===== src/rtl/scl_gen_pkg.sv =====
package scl_gen_pkg;
  typedef enum logic [1:0] {
    PH_IDLE = 2'd0,
    PH_LOW  = 2'd1,
    PH_HIGH = 2'd2
  } scl_phase_e;
endpackage


===== src/rtl/scl_rst_sync.sv =====
module scl_rst_sync #(
  parameter int STAGES = 2
) (
  input  logic clk,
  input  logic rst_n_async,
  output logic rst_n_sync
);
  logic [STAGES-1:0] sync_q;

  always_ff @(posedge clk or negedge rst_n_async) begin
    if (!rst_n_async) sync_q <= '0;
    else              sync_q <= {sync_q[STAGES-2:0], 1'b1};
  end

  assign rst_n_sync = sync_q[STAGES-1];
endmodule


===== src/rtl/scl_div_hold.sv =====
module scl_div_hold #(
  parameter int DIV_W = 8
) (
  input  logic               clk,
  input  logic               rst_n,
  input  logic [2*DIV_W-1:0] div_word,
  input  logic               load_low,
  input  logic               load_high,
  output logic [DIV_W-1:0]   lim_low,
  output logic [DIV_W-1:0]   lim_high
);
  logic [DIV_W-1:0] low_q, high_q;

  // Each field is captured only when its own phase starts
  always_ff @(posedge clk or negedge rst_n) begin
    if (!rst_n) begin
      low_q  <= '0;
      high_q <= '0;
    end else begin
      if (load_low)  low_q  <= div_word[DIV_W-1:0];
      if (load_high) high_q <= div_word[2*DIV_W-1:DIV_W];
    end
  end

  assign lim_low  = low_q;
  assign lim_high = high_q;
endmodule


===== src/rtl/scl_phase_fsm.sv =====
module scl_phase_fsm
  import scl_gen_pkg::*;
#(
  parameter int DIV_W = 8,
  parameter int CNT_W = DIV_W + 1
) (
  input  logic             clk,
  input  logic             rst_n,
  input  logic             en,
  input  logic             scl_in,
  input  logic [DIV_W-1:0] lim_low,
  input  logic [DIV_W-1:0] lim_high,
  output scl_phase_e       phase,
  output logic [CNT_W-1:0] cnt,
  output logic             first,
  output logic             load_low,
  output logic             load_high
);
  localparam logic [CNT_W-1:0] CNT_ONE = CNT_W'(1);

  scl_phase_e       phase_q, phase_d;
  logic [CNT_W-1:0] cnt_q, cnt_d;
  logic             first_q, first_d;
  logic [CNT_W-1:0] low_end, high_end;

  // A phase of 2 + N cycles counts from 0 up to N + 1
  assign low_end  = CNT_W'(lim_low)  + CNT_ONE;
  assign high_end = CNT_W'(lim_high) + CNT_ONE;

  always_comb begin
    phase_d   = phase_q;
    cnt_d     = cnt_q;
    first_d   = 1'b0;
    load_low  = 1'b0;
    load_high = 1'b0;
    if (!en) begin
      phase_d = PH_IDLE;
      cnt_d   = '0;
    end else begin
      unique case (phase_q)
        PH_IDLE: begin
          phase_d  = PH_LOW;
          cnt_d    = '0;
          first_d  = 1'b1;
          load_low = 1'b1;
        end
        PH_LOW: begin
          if (cnt_q == low_end) begin
            phase_d   = PH_HIGH;
            cnt_d     = '0;
            first_d   = 1'b1;
            load_high = 1'b1;
          end else begin
            cnt_d = cnt_q + CNT_ONE;
          end
        end
        PH_HIGH: begin
          // The count holds while a slave stretches the line
          if (scl_in) begin
            if (cnt_q == high_end) begin
              phase_d  = PH_LOW;
              cnt_d    = '0;
              first_d  = 1'b1;
              load_low = 1'b1;
            end else begin
              cnt_d = cnt_q + CNT_ONE;
            end
          end
        end
        default: begin
          phase_d = PH_IDLE;
          cnt_d   = '0;
        end
      endcase
    end
  end

  always_ff @(posedge clk or negedge rst_n) begin
    if (!rst_n) begin
      phase_q <= PH_IDLE;
      cnt_q   <= '0;
      first_q <= 1'b0;
    end else begin
      phase_q <= phase_d;
      cnt_q   <= cnt_d;
      first_q <= first_d;
    end
  end

  assign phase = phase_q;
  assign cnt   = cnt_q;
  assign first = first_q;
endmodule


===== src/rtl/scl_strobe_gen.sv =====
module scl_strobe_gen
  import scl_gen_pkg::*;
#(
  parameter int DIV_W = 8,
  parameter int CNT_W = DIV_W + 1
) (
  input  scl_phase_e       phase,
  input  logic [CNT_W-1:0] cnt,
  input  logic             first,
  input  logic             scl_in,
  input  logic [DIV_W-1:0] lim_high,
  output logic             drive_low,
  output logic             rise_stb,
  output logic             fall_stb,
  output logic             mid_stb
);
  logic [CNT_W-1:0] mid_pt;

  // Half of the (2 + DIVH) counted high cycles
  assign mid_pt = (CNT_W'(lim_high) + CNT_W'(2)) >> 1;

  always_comb begin
    drive_low = (phase == PH_LOW);
    fall_stb  = (phase == PH_LOW)  && first;
    rise_stb  = (phase == PH_HIGH) && first;
    mid_stb   = (phase == PH_HIGH) && scl_in && (cnt == mid_pt);
  end
endmodule


===== src/rtl/i2c_scl_gen.sv =====
module i2c_scl_gen
  import scl_gen_pkg::*;
#(
  parameter int DIV_W = 8
) (
  input  logic               clk,
  input  logic               rst_n,
  input  logic [2*DIV_W-1:0] div_word,
  input  logic               en,
  input  logic               scl_in,
  output logic               scl_drive_low,
  output logic               rise_stb,
  output logic               fall_stb,
  output logic               mid_stb
);
  localparam int CNT_W = DIV_W + 1;

  logic             rst_n_s;
  logic             load_low, load_high;
  logic [DIV_W-1:0] lim_low, lim_high;
  scl_phase_e       phase_q;
  logic [CNT_W-1:0] cnt_q;
  logic             first_q;

  scl_rst_sync #(.STAGES(2)) u_rst (
    .clk         (clk),
    .rst_n_async (rst_n),
    .rst_n_sync  (rst_n_s)
  );

  scl_div_hold #(.DIV_W(DIV_W)) u_div (
    .clk       (clk),
    .rst_n     (rst_n_s),
    .div_word  (div_word),
    .load_low  (load_low),
    .load_high (load_high),
    .lim_low   (lim_low),
    .lim_high  (lim_high)
  );

  scl_phase_fsm #(.DIV_W(DIV_W), .CNT_W(CNT_W)) u_fsm (
    .clk       (clk),
    .rst_n     (rst_n_s),
    .en        (en),
    .scl_in    (scl_in),
    .lim_low   (lim_low),
    .lim_high  (lim_high),
    .phase     (phase_q),
    .cnt       (cnt_q),
    .first     (first_q),
    .load_low  (load_low),
    .load_high (load_high)
  );

  scl_strobe_gen #(.DIV_W(DIV_W), .CNT_W(CNT_W)) u_stb (
    .phase     (phase_q),
    .cnt       (cnt_q),
    .first     (first_q),
    .scl_in    (scl_in),
    .lim_high  (lim_high),
    .drive_low (scl_drive_low),
    .rise_stb  (rise_stb),
    .fall_stb  (fall_stb),
    .mid_stb   (mid_stb)
  );
endmodule


===== config.mk =====
export PLATFORM = sky130hd
export DESIGN_NAME = i2c_scl_gen
export DESIGN_NICKNAME = d
export VERILOG_FILES = /design/src/rtl/scl_gen_pkg.sv /design/src/rtl/scl_rst_sync.sv /design/src/rtl/scl_div_hold.sv /design/src/rtl/scl_phase_fsm.sv /design/src/rtl/scl_strobe_gen.sv /design/src/rtl/i2c_scl_gen.sv
export SDC_FILE = /design/constraint.sdc
export NUM_CORES = 1
export LEC_CHECK = 0
export ABC_CLOCK_PERIOD_IN_PS = 1800
export CAP_MARGIN = 20
export CORE_MARGIN = 2
export CORE_UTILIZATION = 53
export CTS_BUF_LIST = sky130_fd_sc_hd__clkbuf_4
export DETAILED_ROUTE_END_ITERATION = 10
export PLACE_DENSITY = 0.88
export SLEW_MARGIN = 20
export SYNTH_ARGS = -nofsm -noshare
export SYNTH_HDL_FRONTEND = slang
export SYNTH_SLANG_ARGS = --single-unit

===== constraint.sdc =====
create_clock -name clk -period 1.8 [get_ports clk]
set_input_delay 0.36 -clock clk [delete_from_list [all_inputs] [get_ports clk]]
set_output_delay 0.36 -clock clk [all_outputs]
set_load 0.01 [all_outputs]

==> flow_summary_export.csv <==
group,metric,value,unit
outcome,status,"complete, but fails checks",
outcome,violations,"setup timing",
cells_and_area,diodes,0,
drt,viasPerCell,6.49,
cts,cts_tree,"built",
cells_and_area,area_delta_synth_final,47.3,%
drt,wl_per_cell,21.7,um
drt,remaining_drc_errors,0,
global_route,grt_pass1_wl,10800,um
cts,clockRootBuffer,"clkbuf_4",
yosys,synthTopCellsByArea,"dfrtp_1, mux2_4, xnor2_1",
cts,cts.sinks,30,
setup_path,start_kind,"flop",
drt,wirelength,7860,um
cells_and_area,fillers,230,
placed_design,place_area,0.00304,sq mm
pwr,powerDensity,666,mW/mm^2
cts,clk_pin_slew_worst_paths,0.10,ns
sta,tns,-13.18,ns
global_route,grt_max_degree,29,
yosys,synth_cells,227,
pwr,irDropWorstVdd,0.510,mV
cts,clk_latency,0.35,ns
yosys,yosysSeqAreaShare,31.8,%
floorplanning,io_pins,24,
yosys,synthArstFlopShare,100,%
cells_and_area,nNetsFinal,337,
drt,drt_first_pass_iters,5,
sta,slew_headroom,56.1,%
floorplanning,start_util,54.6,%
cts,htree_levels,2,
setup_path,r2r_setup_slack,-0.51,ns
setup_path,critPathKind,"flop to output pin",
cells_and_area,final_cell_area,0.00348,sq mm
yosys,synth_cell_type_count,58,
yosys,yosysWarnings,0,
setup_path,crit_arrival,2.16,ns
sta,clock_skew,0.00883,ns
floorplanning,dieHeight,70.7,um
setup_path,critPathMaxFanout,8,
yosys,synthesis.area,0.00236,sq mm
sta,fmax,397,MHz
floorplanning,die_x,70.7,um
global_route,antenna_found_initial,0,
cells_and_area,drive_gt1_share,50.6,%
global_route,grt_pass1_vias,2256,
sta,min_period,2.52,ns
sta,rsz0062_at_grt,"yes",
run,cap_violations,0,
placed_design,io_buffers,23,
pwr,p_leak,1.52,nW
sta,hold_viol,0,
yosys,synth_seq_cells,30,
floorplanning,core,0.00432,sq mm
sta,worst_slew_pin_slew,0.657,ns
global_route,grt.overflow.total,0,
yosys,synth_edf_count,0,
drt,vias,2349,
setup_path,cp-end-kind,"output pin",
yosys,avgSynthCellArea,10.4,sq um
yosys,synth_top_area_share,31.8,%
setup_path,r2r_end,"u_div.lim_high[1]",
setup_path,required,1.44,ns
yosys,synthFlopType,"dfrtp_1",
min_path,hp-class,"input pin to async pin",
cts,numCtsBuffers,5,
yosys,syn-num-nets,255,
placed_design,dp_hpwl,4330,um
drt,drt-initial-drc-count,240,
sta,finalWorstSetupSlack,-0.720,ns
drt,antenna_left,0,
sta,setup_viol,30,
sta,slew_violations,0,
setup_path,reg2reg_from,"u_div.lim_low[4]",
cts,cts_buffer_depth,2,
yosys,yosysTopAreaCell,"dfrtp_1",
floorplanning,die-area,0.00500,sq mm
setup_path,worstRegToRegCells,8,
placed_design,gp_congestion,0.896,
sta,worst_hold_slack,0.165,ns
global_route,grt_usage,27.5,%
floorplanning,fp-row-count,24,
sta,post-route-period-util,140,%
logic make-up after synthesis:
family	Yosys count	share of synthesized area, %
mux	18	11.1
compound gates	45	15.9
buf+inv	21	5.78
other cells	1	0.159
simple gates	73	19.2
flops	30	31.8
xor+xnor	31	11.8
fa+ha+maj	8	4.24
metal layers:
metal | GRT usage, % | vias up | part of all wire [%]
met2 | 46.5 | 142 | 51
li1 | - | 987 | -
met3 | 5.41 | 35 | 6.8
met1 | 33.3 | 1185 | 39
met4 | 13.6 | 0 | 4.0
met5 | 0 | - | 0
flip-flops by register name, indices dropped and copies added, names as in the netlist:
register	cells
u_fsm.cnt	9
u_fsm.phase	2
u_fsm.first	1
u_div.lim_high	8
u_div.lim_low	8
u_rst.sync_q	2
cell usage in the layout (no fill, tap or decap), types with 4 or more instances in the layout:
cell type,synthesis,final
o21ai_2,0,5
xnor2_1,20,15
nand2_1,12,9
buf_4,4,52
mux2_4,16,16
dfrtp_1,30,27
nand3_1,14,13
a221oi_2,0,4
a21o_1,4,4
and3_1,5,4
clkbuf_4,0,6
ha_4,0,4
nand2b_1,5,5
clkdlybuf4s50_1,0,19
buf_6,5,15
xnor2_2,1,5
xor2_1,10,8
nor2_1,11,11
cell usage after synthesis, drive strengths merged, types with 3 or more instances:
master and number:
xnor2 21, a21oi 8, o21ai 6, dfrtp 30
clkbuf 3, or3 4, nand3b 3, nor2 11
a21o 4, a31oi 4, a22o 3, xor2 10
and3 7, nand2b 5, inv 5, ha 8
a211oi 4, mux2 17, a221oi 4, nand2 12
nand4 3, nand3 14, and2 4, buf 13
worst max-delay path, cell delays in order, from the launching register on:
cell and delay [ns]:
dfrtp_1 0.44, buf_4 0.20, and3_4 0.18, xnor2_2 0.15
a211oi_2 0.30, a31oi_2 0.09, a2111oi_4 0.28, buf_2 0.19
stage by stage:
stage               cells  setup slack, ns  util (%)  power (mW)
CTS                   354           -0.599      76.6        2.17
detailed placement    338           -0.749      70.3        1.68
global route          362           -0.786      80.4        2.42
finish                362           -0.720      80.4        2.32
global placement      338           -0.731      70.3        1.64
floorplan             227           -0.211         -        1.37
worst max path at each step:
stage | start | cells past startpoint | slack, ns | end
final | u_div.lim_high[2] | 7 | -0.72 | mid_stb
after global routing | u_div.lim_high[1] | 7 | -0.79 | mid_stb
after CTS | u_div.lim_high[5] | 7 | -0.60 | mid_stb
after detailed placement | scl_in | 5 | -0.75 | mid_stb
after global placement | scl_in | 5 | -0.73 | mid_stb
after floorplan | u_div.lim_low[0] | 8 | -0.21 | u_div.lim_high[0]
where the power goes:
part           internal (mW)  switching, mW  total [mW]
sequential             0.747         0.0912       0.838
clock                  0.162          0.252       0.414
combinational          0.568          0.496        1.06
final cells by class:
cell class,count,area [sq um],area share [%]
clock inverter,2,8.76,0.252
tap,52,65.1,1.87
inverter,5,21.3,0.612
timing repair buffer,91,805,23.1
multi-input combinational,176,1780,51.1
sequential,30,754,21.7
clock buffer,6,45.0,1.30
what timing repair did:
action	CTS	global route
cloned	0	0
pin swaps	12	17
setup buffers	9	12
endpoints found under the setup margin	32	31
resized for setup	53	28
hold buffers	0	0
Power figures use the tool's default switching activity.
